`src/rtl/irqc_pkg.sv`:
```
package irqc_pkg;

   typedef enum logic [1:0] {
      CH_IDLE  = 2'd0,
      CH_SERVE = 2'd1,
      CH_PASS  = 2'd2
   } chain_st_e;

   // bit positions inside the synchronised strobe bundle
   localparam int SB_AS  = 0;
   localparam int SB_DS  = 1;
   localparam int SB_ACK = 2;
   localparam int SB_W   = 3;

endpackage

```
`src/rtl/irqc_sync.sv`:
```
module irqc_sync #(
   parameter int STAGES = 2,
   parameter int WIDTH  = 3
) (
   input  logic             clk,
   input  logic             rst_n,
   input  logic [WIDTH-1:0] d_raw,
   output logic [WIDTH-1:0] d_sync
);

   generate
      if (STAGES < 0 || STAGES > 4) begin : g_bad_stages
         $error("irqc_sync: STAGES must be 0..4");
      end

      if (STAGES == 0) begin : g_direct
         assign d_sync = d_raw;
      end else begin : g_chain
         logic [WIDTH-1:0] pipe_q [STAGES];
         for (genvar s = 0; s < STAGES; s++) begin : g_stage
            always_ff @(posedge clk or negedge rst_n) begin
               if (!rst_n) begin
                  pipe_q[s] <= '1;
               end else if (s == 0) begin
                  pipe_q[s] <= d_raw;
               end else begin
                  pipe_q[s] <= pipe_q[(s == 0) ? 0 : s-1];
               end
            end
         end
         assign d_sync = pipe_q[STAGES-1];
      end
   endgenerate

endmodule

```
`src/rtl/irqc_pending.sv`:
```
module irqc_pending #(
   parameter int NUM_LINES = 7,
   parameter int LVL_W     = 3,
   parameter int ID_W      = 8
) (
   input  logic                 clk,
   input  logic                 rst_n,
   input  logic [LVL_W-1:0]     line_cfg,
   input  logic                 sid_we,
   input  logic [ID_W-1:0]      sid_wdata,
   input  logic                 src_req,
   input  logic                 deliver,
   output logic                 pend,
   output logic [ID_W-1:0]      sid_q,
   output logic [NUM_LINES-1:0] irq_line_n
);

   logic pend_q;

   // a fresh request in the delivery cycle wins: it is a new event
   always_ff @(posedge clk or negedge rst_n) begin
      if (!rst_n) begin
         pend_q <= 1'b0;
      end else if (src_req) begin
         pend_q <= 1'b1;
      end else if (deliver) begin
         pend_q <= 1'b0;
      end
   end

   always_ff @(posedge clk or negedge rst_n) begin
      if (!rst_n) begin
         sid_q <= '0;
      end else if (sid_we) begin
         sid_q <= sid_wdata;
      end
   end

   assign pend = pend_q;

   generate
      for (genvar k = 0; k < NUM_LINES; k++) begin : g_line
         assign irq_line_n[k] = ~(pend_q && (line_cfg == LVL_W'(k + 1)));
      end
   endgenerate

   AST_PEND_HOLD: assert property (@(posedge clk) disable iff (!rst_n)
      (pend_q && !deliver) |=> pend_q);

   AST_ONE_LINE: assert property (@(posedge clk) disable iff (!rst_n)
      $countones(~irq_line_n) <= 1);

endmodule

```
`src/rtl/irqc_chain_fsm.sv`:
```
module irqc_chain_fsm
   import irqc_pkg::*;
#(
   parameter int NUM_LINES = 7,
   parameter int LVL_W     = 3,
   parameter int ID_W      = 8
) (
   input  logic              clk,
   input  logic              rst_n,
   input  logic [SB_W-1:0]   strb_q,
   input  logic [LVL_W-1:0]  addr_lvl,
   input  logic [LVL_W-1:0]  line_cfg,
   input  logic              pend,
   input  logic [ID_W-1:0]   sid_q,
   output logic              deliver,
   output logic              ack_chain_out_n,
   output logic              xfer_ack_n,
   output logic [ID_W-1:0]   vec_data,
   output logic              vec_oe
);

   chain_st_e st_q, st_nxt;
   logic [ID_W-1:0] vec_q;
   logic as_q, ds_q, ack_q;
   logic lvl_ok, hit, cyc_open, strobes_gone;

   assign as_q  = strb_q[SB_AS];
   assign ds_q  = strb_q[SB_DS];
   assign ack_q = strb_q[SB_ACK];

   assign lvl_ok       = (line_cfg != '0) && (line_cfg <= LVL_W'(NUM_LINES));
   assign hit          = pend && lvl_ok && (addr_lvl == line_cfg);
   assign cyc_open     = !as_q && !ds_q && !ack_q;
   assign strobes_gone = as_q && ds_q;

   always_comb begin
      st_nxt  = st_q;
      deliver = 1'b0;
      unique case (st_q)
         CH_IDLE: begin
            if (cyc_open) begin
               if (hit) begin
                  st_nxt  = CH_SERVE;
                  deliver = 1'b1;
               end else begin
                  st_nxt = CH_PASS;
               end
            end
         end
         CH_SERVE: begin
            if (strobes_gone) st_nxt = CH_IDLE;
         end
         CH_PASS: begin
            if (ack_q) st_nxt = CH_IDLE;
         end
         default: st_nxt = CH_IDLE;
      endcase
   end

   always_ff @(posedge clk or negedge rst_n) begin
      if (!rst_n) begin
         st_q <= CH_IDLE;
      end else begin
         st_q <= st_nxt;
      end
   end

   // byte is frozen at delivery so a late rewrite cannot tear the transfer
   always_ff @(posedge clk or negedge rst_n) begin
      if (!rst_n) begin
         vec_q <= '0;
      end else if (deliver) begin
         vec_q <= sid_q;
      end else if (st_nxt != CH_SERVE) begin
         vec_q <= '0;
      end
   end

   assign ack_chain_out_n = (st_q != CH_PASS);
   assign xfer_ack_n      = (st_q != CH_SERVE);
   assign vec_oe          = (st_q == CH_SERVE);
   assign vec_data        = vec_q;

   AST_OUT_NEEDS_IN: assert property (@(posedge clk) disable iff (!rst_n)
      $fell(ack_chain_out_n) |-> $past(!ack_q));

   AST_OUT_RELEASE: assert property (@(posedge clk) disable iff (!rst_n)
      (!ack_chain_out_n && ack_q) |=> ack_chain_out_n);

   AST_DTACK_HOLD: assert property (@(posedge clk) disable iff (!rst_n)
      (!xfer_ack_n && !ds_q) |=> !xfer_ack_n);

   AST_SERVE_NEEDS_PEND: assert property (@(posedge clk) disable iff (!rst_n)
      $fell(xfer_ack_n) |-> $past(pend));

endmodule

```
`src/rtl/irqc_daisy_interrupter.sv`:
```
module irqc_daisy_interrupter
   import irqc_pkg::*;
#(
   parameter  int NUM_LINES   = 7,
   parameter  int ID_W        = 8,
   parameter  int SYNC_STAGES = 2,
   localparam int LVL_W       = $clog2(NUM_LINES + 1)
) (
   input  logic                 clk,
   input  logic                 rst_n,
   input  logic [LVL_W-1:0]     line_cfg,
   input  logic                 sid_we,
   input  logic [ID_W-1:0]      sid_wdata,
   input  logic                 src_req,
   output logic [NUM_LINES-1:0] irq_line_n,
   input  logic [LVL_W-1:0]     addr_lvl,
   input  logic                 strobe_as_n,
   input  logic                 strobe_ds_n,
   input  logic                 ack_chain_in_n,
   output logic                 ack_chain_out_n,
   output logic                 xfer_ack_n,
   output logic [ID_W-1:0]      vec_data,
   output logic                 vec_oe
);

   generate
      if (NUM_LINES < 1 || NUM_LINES > 7) begin : g_bad_lines
         $error("irqc_daisy_interrupter: NUM_LINES must be 1..7");
      end
      if (ID_W < 1 || ID_W > 32) begin : g_bad_id
         $error("irqc_daisy_interrupter: ID_W must be 1..32");
      end
   endgenerate

   logic [SB_W-1:0] strb_raw, strb_q;
   logic            pend, deliver;
   logic [ID_W-1:0] sid_q;

   always_comb begin
      strb_raw         = '1;
      strb_raw[SB_AS]  = strobe_as_n;
      strb_raw[SB_DS]  = strobe_ds_n;
      strb_raw[SB_ACK] = ack_chain_in_n;
   end

   irqc_sync #(.STAGES(SYNC_STAGES), .WIDTH(SB_W)) sync_i (
      .clk    (clk),
      .rst_n  (rst_n),
      .d_raw  (strb_raw),
      .d_sync (strb_q)
   );

   irqc_pending #(.NUM_LINES(NUM_LINES), .LVL_W(LVL_W), .ID_W(ID_W)) pend_i (
      .clk        (clk),
      .rst_n      (rst_n),
      .line_cfg   (line_cfg),
      .sid_we     (sid_we),
      .sid_wdata  (sid_wdata),
      .src_req    (src_req),
      .deliver    (deliver),
      .pend       (pend),
      .sid_q      (sid_q),
      .irq_line_n (irq_line_n)
   );

   irqc_chain_fsm #(.NUM_LINES(NUM_LINES), .LVL_W(LVL_W), .ID_W(ID_W)) fsm_i (
      .clk             (clk),
      .rst_n           (rst_n),
      .strb_q          (strb_q),
      .addr_lvl        (addr_lvl),
      .line_cfg        (line_cfg),
      .pend            (pend),
      .sid_q           (sid_q),
      .deliver         (deliver),
      .ack_chain_out_n (ack_chain_out_n),
      .xfer_ack_n      (xfer_ack_n),
      .vec_data        (vec_data),
      .vec_oe          (vec_oe)
   );

   AST_SERVE_DROPS_LINE: assert property (@(posedge clk) disable iff (!rst_n)
      !xfer_ack_n |-> (&irq_line_n || src_req || $past(src_req)));

   AST_DATA_QUIET: assert property (@(posedge clk) disable iff (!rst_n)
      !vec_oe |-> (vec_data == '0));

   AST_NO_DUAL_DRIVE: assert property (@(posedge clk) disable iff (!rst_n)
      !(!xfer_ack_n && !ack_chain_out_n));

endmodule

```
`config.mk`:
```
export PLATFORM = sky130hd
export DESIGN_NAME = irqc_daisy_interrupter
export DESIGN_NICKNAME = d
export VERILOG_FILES = /design/src/rtl/irqc_pkg.sv /design/src/rtl/irqc_sync.sv /design/src/rtl/irqc_pending.sv /design/src/rtl/irqc_chain_fsm.sv /design/src/rtl/irqc_daisy_interrupter.sv
export SDC_FILE = /design/constraint.sdc
export NUM_CORES = 1
export LEC_CHECK = 0
export ABC_AREA = 1
export BUFFER_PORTS_ARGS = -buffer_cell sky130_fd_sc_hd__buf_2
export CELL_PAD_IN_SITES_DETAIL_PLACEMENT = 1
export CELL_PAD_IN_SITES_GLOBAL_PLACEMENT = 2
export CORE_ASPECT_RATIO = 0.6
export CORE_MARGIN = 1
export CORE_UTILIZATION = 26
export DETAILED_ROUTE_END_ITERATION = 6
export GPL_ROUTABILITY_DRIVEN = 0
export PLACE_DENSITY_LB_ADDON = 0.1
export SLEW_MARGIN = 20
export SYNTH_ARGS = -nofsm -noshare
export SYNTH_HDL_FRONTEND = slang
export SYNTH_SLANG_ARGS = --single-unit
```
`constraint.sdc`:
```
create_clock -name clk -period 1.1 [get_ports clk]
set_input_delay 0.055 -clock clk [delete_from_list [all_inputs] [get_ports clk]]
set_output_delay 0.055 -clock clk [all_outputs]
set_load 0.01 [all_outputs]
```
==> flow_summary.toml <==
[job]
cap_viol_max_count = 0

[placed_design]
dpl_cell_area_um2 = 1430
dp_hpwl_mm = 1.93
portBuffers = 38
pre_cts_ws_ns = -0.121

[yosys]
syn-num-nets = 133
synth-seq-area-share_pct = 56.7
ys_types = 19
syn_area_per_cell_um2 = 9.98
yosys_register_bits = 25
ys.warnings.count = 0
syn_inst = 112
netlist_area_um2 = 1120

[power_and_ir_drop]
internal_power_uw = 1410
power_leakage_uw = 0.000901
pwr-share-seq_pct = 52.2
combPwrFrac_pct = 18.8
clkPwrFrac_pct = 29.0
p_per_area_nw_per_um2 = 1120
p_switching_uw = 513
swShare_pct = 26.7
ir_worst_vdd_uv = 479

[worst_setup_path]
start_kind = "register"
reg2reg_from = "sync_i.d_sync[1]$_DFF_PN1_"
critPathKind = "register to primary output"
cp-end-kind = "primary output"
critPathRequiredTime_ns = 1.04
crit_fanout = 2
arrival_ns = 1.17
startpoint = "fsm_i.st_q[1]$_DFF_PN0_"

[sta]
maxSlewHeadroom_pct = 62.4
rsz0062_at_grt = "true"
drv_slew = 0
tns_ns = -0.932
skew_ns = 0.00704
worstMarginPinSlew_ns = 0.564
hold_violations = 0
holdWs_ns = 0.0106
period_share_pct = 112
setup_ws_ns = -0.127
final.min_clock_period_ns = 1.23
clock.fmax_mhz = 815
setup_viol_count_final = 21

[detailed_routing]
drt_iter0_markers = 22
wl_per_cell_um = 11.8
num_vias = 944
finalWirelength_mm = 2.74
first_pass_iters = 4
viasPerCell = 4.07
antenna_left = 0
drc = 0

[outcome]
status = "finished with violations"
violations = "setup timing"

[finish]
stdcell_area_um2 = 1710
drive_gt1_share_pct = 57.6
area_growth_pct = 53.4
antennaDiodeCount = 0
fill_cells = 470
nets = 194
post-route-util_pct = 41.6

[die]
fp.coreArea_um2 = 4120
dieArea_um2 = 4570
rows = 18
start_util_pct = 27.1
io_pins = 39
chipHeight_um = 52.8
die_w_um = 86.6

[global_route]
grt.met2_usage_pct = 21.8
use_met3_pct = 4.09
grt.busiest_layer = "met2"
grtUsageTotal_pct = 13.4
antenna_found_initial = 0
grt_use_met1_pct = 17.2
grt_pass1_vias = 961
grt_pass1_wl_mm = 4.44
grt_overflow_total = 0
grt_max_degree = 26

[clock_network]
root_buffer = "clkbuf_8"
htreeDepth = 1
cts_buffer_depth = 2
path_clk_slew_ns = 0.09
cts_made_buffers = 3
numClockSinks = 25
insertion_delay_ns = 0.27
cts_tree = "built"

[worst_hold_path]
hold_path_class = "input pin to register"
hold_start = "sid_wdata[7]"
[critical path: stages, from the launching register on]
cell,delay (ns)
dfrtp_1,0.41
buf_6,0.13
nor2_4,0.09
buf_4,0.12
inv_1,0.03
buf_2,0.12
[worst paths after layout]
path | to | slack (ns) | cells past startpoint
max reg2reg | pend_i.pend$_DFFE_PN0P_ | -0.11 | 5
min in group asynchronous | fsm_i.vec_data[2]$_DFFE_PN0P_ | 0.30 | 2
min | pend_i.sid_q[7]$_DFFE_PN0P_ | 0.01 | 2
max in group asynchronous | fsm_i.vec_data[0]$_DFFE_PN0P_ | 0.42 | 2
min reg2reg | sync_i.d_sync[2]$_DFF_PN1_ | 0.36 | 0
max | xfer_ack_n | -0.13 | 5
[per-stage QoR]
step,std cells,total power (uW)
3_5_place_dp,214,1290
3_3_place_gp,214,1280
5_1_grt,232,2040
4_1_cts,228,1890
6_report,232,1920
2_1_floorplan,112,1160
[Yosys cell counts, drive strengths merged]
master,instances,area (um2)
nor2,8,53.8
dfstp,6,158
buf,1,5.00
or2,1,8.76
nand2,39,151
dfrtp,19,475
inv,13,48.8
nand4,9,56.3
mux2,8,90.1
xor2,1,16.3
a21oi,1,16.3
o21ai,3,18.8
nand3,2,10.0
xnor2,1,8.76
[power groups by stage]
stage               clock (uW)  sequential [uW]  combinational, uW
finish                     557             1000                360
global route               633             1010                399
detailed placement           0             1020                275
floorplan                    0             1010                148
global placement             0             1020                269
CTS                        582             1000                313
[per-layer routing]
metal,wire length (um),vias up
li1,-,478
met1,1330,441
met2,1220,23
met3,166,2
met4,21,0
met5,0,-
[placed cells by master, fill, tap and decap left out, types with 3 or more instances in the layout]
| cell | instances |
|---|---|
| inv_2 | 5 |
| nand4_1 | 9 |
| nor2_1 | 3 |
| mux2_2 | 8 |
| inv_1 | 7 |
| nand2_4 | 4 |
| dfstp_2 | 6 |
| nand2_2 | 10 |
| nor2_4 | 3 |
| buf_6 | 9 |
| clkbuf_8 | 3 |
| nand2_1 | 25 |
| buf_4 | 6 |
| dlygate4sd3_1 | 6 |
| buf_2 | 34 |
| dfrtp_1 | 19 |
[kinds of logic after synthesis]
group           count (synthesis)  synth area share (%)
compound gates                  4                  3.14
simple gates                   59                  25.1
buf+inv                        14                  4.82
xor+xnor                        2                  2.24
flops                          25                  56.7
mux                             8                  8.06
[area by class of cell]
type | instances | area (um2) | share of cell area (%)
sequential | 25 | 633 | 36.9
multi-input combinational | 74 | 509 | 29.7
timing repair buffer | 56 | 397 | 23.1
tap | 60 | 75.1 | 4.38
inverter | 13 | 51.3 | 2.99
clock buffer | 3 | 41.3 | 2.41
clock inverter | 1 | 7.51 | 0.438
[state kept, by name, summed over array words and instances, names as in the netlist]
signal                 flops
fsm_i.st_q                 2
fsm_i.vec_data             8
pend_i.pend                1
pend_i.sid_q               8
sync_i.d_sync              3
sync_i.g_chain.pipe_q      3
[what timing repair did]
action	CTS	global route
hold endpoints to repair	24	0
cloned	0	1
gates resized for setup	13	25
pin swaps	6	10
buffers inserted	4	3
hold buffers	6	0
setup endpoints to repair	18	21
No activity file was read; power rests on OpenSTA's default activity.
